$ cat src/rtl/pwm_backlight.sv
module pwm_backlight #(
  parameter int CNT_W  = 8,
  parameter int PS_MAX = 6
) (
  input  logic        clk,
  input  logic        rst_n,
  input  logic        wr_en,
  input  logic [1:0]  wr_addr,
  input  logic [15:0] wr_data,
  input  logic        slow_tick,
  output logic        running,
  output logic        pwm_out
);
  localparam int PRE_W = (PS_MAX < 1) ? 1 : PS_MAX;

  logic [CNT_W-1:0] cfg_cval, act_cval, cnt;
  logic [2:0]       cfg_ps, act_ps, ps_eff;
  logic             cfg_pol, act_pol, use_sys, en_q, run_q;
  logic [PRE_W-1:0] pre, pre_mask;

  function automatic logic [2:0] cap_ps(input logic [2:0] p);
    return (int'(p) > PS_MAX) ? 3'(PS_MAX) : p;
  endfunction

  wire cfg_wr   = wr_en && (wr_addr == 2'd0);
  wire sel_wr   = wr_en && (wr_addr == 2'd1);
  wire start_wr = wr_en && (wr_addr == 2'd2) && wr_data[0];
  wire stop_wr  = wr_en && (wr_addr == 2'd3) && wr_data[0];

  assign ps_eff   = cap_ps(run_q ? act_ps : cfg_ps);
  assign pre_mask = ~({PRE_W{1'b1}} << ps_eff);

  wire src_en   = use_sys | slow_tick;
  wire counting = en_q | run_q;
  wire tick     = counting && src_en && (pre == pre_mask);

  always_ff @(posedge clk) begin
    if (!rst_n) begin
      cfg_cval <= '0;
      cfg_ps   <= '0;
      cfg_pol  <= 1'b0;
      use_sys  <= 1'b0;
      en_q     <= 1'b0;
      run_q    <= 1'b0;
      cnt      <= '0;
      pre      <= '0;
      act_cval <= '0;
      act_ps   <= '0;
      act_pol  <= 1'b0;
    end else begin
      if (cfg_wr) begin
        cfg_cval <= wr_data[8 +: CNT_W];
        cfg_pol  <= wr_data[4];
        cfg_ps   <= wr_data[2:0];
      end
      if (sel_wr) use_sys <= wr_data[0];
      if (start_wr) en_q <= 1'b1;
      else if (stop_wr) en_q <= 1'b0;

      if (!counting) pre <= '0;
      else if (src_en) pre <= (pre == pre_mask) ? '0 : pre + 1'b1;

      if (!run_q) begin
        cnt <= '0;
        if (tick) begin
          run_q    <= 1'b1;
          act_cval <= cfg_cval;
          act_pol  <= cfg_pol;
          act_ps   <= cap_ps(cfg_ps);
        end
      end else if (tick) begin
        if (cnt == {CNT_W{1'b1}}) begin
          cnt <= '0;
          if (en_q) begin
            act_cval <= cfg_cval;
            act_pol  <= cfg_pol;
            act_ps   <= cap_ps(cfg_ps);
          end else begin
            run_q <= 1'b0;
          end
        end else begin
          cnt <= cnt + 1'b1;
        end
      end
    end
  end

  assign running = run_q;
  assign pwm_out = run_q ? ((cnt < act_cval) ? act_pol : ~act_pol) : ~cfg_pol;
endmodule

$ cat config.mk
export PLATFORM = sky130hd
export DESIGN_NAME = pwm_backlight
export DESIGN_NICKNAME = d
export VERILOG_FILES = /design/src/rtl/pwm_backlight.sv
export SDC_FILE = /design/constraint.sdc
export NUM_CORES = 1
export LEC_CHECK = 0
export ABC_AREA = 0
export BUFFER_PORTS_ARGS = -buffer_cell sky130_fd_sc_hd__buf_2
export CAP_MARGIN = 30
export CORE_MARGIN = 1.5
export CORE_UTILIZATION = 40
export DETAILED_ROUTE_END_ITERATION = 12
export PLACE_DENSITY = 0.58
export SLEW_MARGIN = 10
export SYNTH_ARGS = -nofsm -noshare
export SYNTH_HDL_FRONTEND = slang
export SYNTH_SLANG_ARGS = --single-unit
$ cat constraint.sdc
create_clock -name clk -period 3.4 [get_ports clk]
set_input_delay 0.51 -clock clk [delete_from_list [all_inputs] [get_ports clk]]
set_output_delay 0.51 -clock clk [all_outputs]
set_load 0.02 [all_outputs]
==> summary.txt <==
Routing
  – Post-DRT Antenna Nets: 0
  – Drt drc: 0
  – Initial DRC count: 44
  – DR vias: 1680
  – Drt wl/cell: 12.7 um
  – Via density per instance: 5.12
  – Total Wirelength: 4170 um
  – First-pass detailed-route iteration total: 4

Power
  – Pwr Density: 424 nW/um^2
  – Leakage power: 0.864 nW
  – Worst vdd ir: 0.192 mV

Clocking
  – Post-cts sizing count: 0
  – CTS tree: built
  – Buffers from clock root to sink, at most: 2
  – Post-CTS Hold Buffers: 0
  – TritonCTS Buffers: 5
  – Root Driver: clkbuf_8
  – Setup Fix Bufs, Post-CTS: 0
  – H-tree Lvls: 2
  – Reg clk slew, reported paths: 0.08 ns
  – Clock sinks: 41
  – Clock latency at the later pin of the worst-skew pair: 0.29 ns

GRT
  – Largest net degree at the start of global routing: 31
  – First-pass GRT wire length: 7390 um
  – Vias in the first global route: 1597
  – Initial antenna violation count: 0
  – Grt ovf: 0
  – Overall Global Routing Usage: 15.5%

Floorplanning
  – Rows: 26
  – Die H: 76.9 um
  – DIE AREA: 5920 sq um
  – Width of the die: 76.9 um
  – CORE AREA: 5170 sq um
  – Ports: 24
  – Initial Util: 42.3%

Critical path
  – WP data required: 2.89 ns
  – Slowest CP cell: or3_1
  – Crit Path Class: reg2out
  – CP startpoint kind: register
  – Crit path cell chain: inv_1, ha_1, or3_1, a31oi_1, a32oi_1, xnor2_1, mux2i_1, buf_2
  – Buf/Inv on CP: 2
  – CP arrival: 2.00 ns
  – Slowest cell delay on critical path: 0.37 ns
  – Crit path max-delay family: simple AND/OR/NAND/NOR gates
  – Worst Setup End Kind: output port
  – CP max FO: 2

Synth
  – Distinct cells, synth: 41
  – Register area share after synthesis: 37.6%
  – Asr flop ratio synth: 0%
  – Yosys warnings: 0
  – Cells after synthesis: 238
  – Ys flop type: dfxtp_1
  – Number of flops mapped to enable cells by yosys: 0
  – Cell Area, Synth: 2190 sq um
  – Synth Register Bits: 41
  – Post-Syn Nets: 269
  – Syn avg cell area: 9.18 sq um

Final layout
  – Final core utilization: 47.9%
  – # nets final: 288
  – Fraction of layout cells with a size suffix above 1: 15.1%
  – Antenna diode count: 0
  – Area delta synth->final: 13.4%
  – Commonest cells after routing, fill and taps aside: dfxtp_1, mux2i_1, nor2b_1
  – Commonest non-fill, non-tap cell in the layout: dfxtp_1

STA
  – Final Hold Vio Count: 0
  – Slew HR: 53.0%
  – Clk_skew: 0.00475 ns
  – TNS Setup: 0 ns
  – # setup viols final: 0
  – Peak Freq: 398 MHz
  – Max-slew violation count: 0
  – Unrepaired setup endpoints after global routing: no
  – Fin crit period: 2.51 ns
  – Worst-Margin Slew: 0.698 ns
  – Final worst-path cycle share: 73.8%

Job
  – Max-cap viol count: 0

Placement
  – GPL Wtd Cong: 0.773
  – PortBufs: 19
  – Dpl hpwl: 3090 um

Status
  – Status: finished, final reports clean

Worst hold path
  – Worst hold path class: in2reg
==> final timing paths <==
path                                          startpoint                        to  slack (ns)  depth (start not counted)
worst max-delay path            act_cval[7]$_SDFFE_PN0P_                   pwm_out        0.89                          8
worst min-delay path                          wr_data[9]  cfg_cval[1]$_SDFFE_PN0P_        0.47                          3
worst min register to register  cfg_cval[0]$_SDFFE_PN0P_  cfg_cval[0]$_SDFFE_PN0P_        0.52                          2
worst max register to register        running$_SDFF_PN0_       cnt[2]$_SDFFE_PN0P_        0.95                          7
==> registers in the layout, summed over array words and instances (netlist names), 3 cells and up <==
register and flops:
cfg_cval 8, act_cval 8, cfg_ps 3, act_ps 3
cnt 8, pre 6
==> worst min-delay path: cells and delay by family <==
family / cells / cell delay (ns)
multiplexers: 1 / 0.05
buffers and inverters: 1 / 0.07
AND/OR/NAND/NOR: 1 / 0.09
==> report_power, final <==
group / total [mW] / internal, mW / switching (mW)
registers: 0.494 / 0.487 / 0.00742
clock network: 0.460 / 0.292 / 0.168
logic: 0.0972 / 0.0433 / 0.0538
==> Yosys cell counts (all sizes together) (2+ instances only) <==
library cell	n	area, sq um
or3	4	25.0
nor2b	27	169
and3	2	12.5
nor2	11	41.3
nand3	2	10.0
a21oi	9	45.0
nand2b	2	12.5
nand4	5	31.3
a21boi	3	22.5
nand2	19	71.3
clkbuf	7	26.3
o211ai	4	30.0
inv	11	41.3
dfxtp	41	821
a32o	4	40.0
o21a	2	15.0
mux2i	30	300
xnor2	5	43.8
nor3	9	67.6
o2111ai	2	17.5
o21ai	5	25.0
mux2	2	26.3
ha	9	113
a31oi	2	12.5
o22ai	2	18.8
nor3b	5	37.5
buf	4	32.5
==> stage by stage <==
step	total power, mW	area (sq um)	setup slack [ns]	instances	hold slack, ns
5_1_grt	1.10	2480	0.724	328	0.475
6_report	1.05	2480	0.889	328	0.471
3_3_place_gp	0.602	2340	0.952	320	0.498
3_5_place_dp	0.604	2340	0.919	320	0.507
4_1_cts	1.06	2480	0.855	328	0.466
2_1_floorplan	0.577	2190	1.09	238	0.474
==> routing by layer <==
metal | GRT usage [%] | up-vias | wire length, um
met5 | 0 | - | 0
met4 | 6.11 | 0 | 53
met3 | 3.57 | 5 | 120
met2 | 25.8 | 21 | 1970
met1 | 19.3 | 773 | 2030
li1 | - | 881 | -
==> cell families (layout without fill, tap and decap cells) <==
logic type	count (synthesis)	in the layout	synth area share, %
simple gates	91	91	23.5
flops	41	41	37.6
compound gates	38	38	12.3
mux	32	32	14.9
buf+inv	22	42	4.58
fa+ha+maj	9	9	5.15
xor+xnor	5	5	2.00
==> area by class of cell <==
type / instances / area [sq um]
Clock inverter: 3 / 65.1
Clock buffer: 5 / 68.8
Timing Repair Buffer: 23 / 125
Fill cell: 513 / 2690
Inverter: 11 / 41.3
Multi-Input combinational cell: 175 / 1270
Tap cell: 70 / 87.6
Sequential cell: 41 / 821
Power figures use the tool's default switching activity.
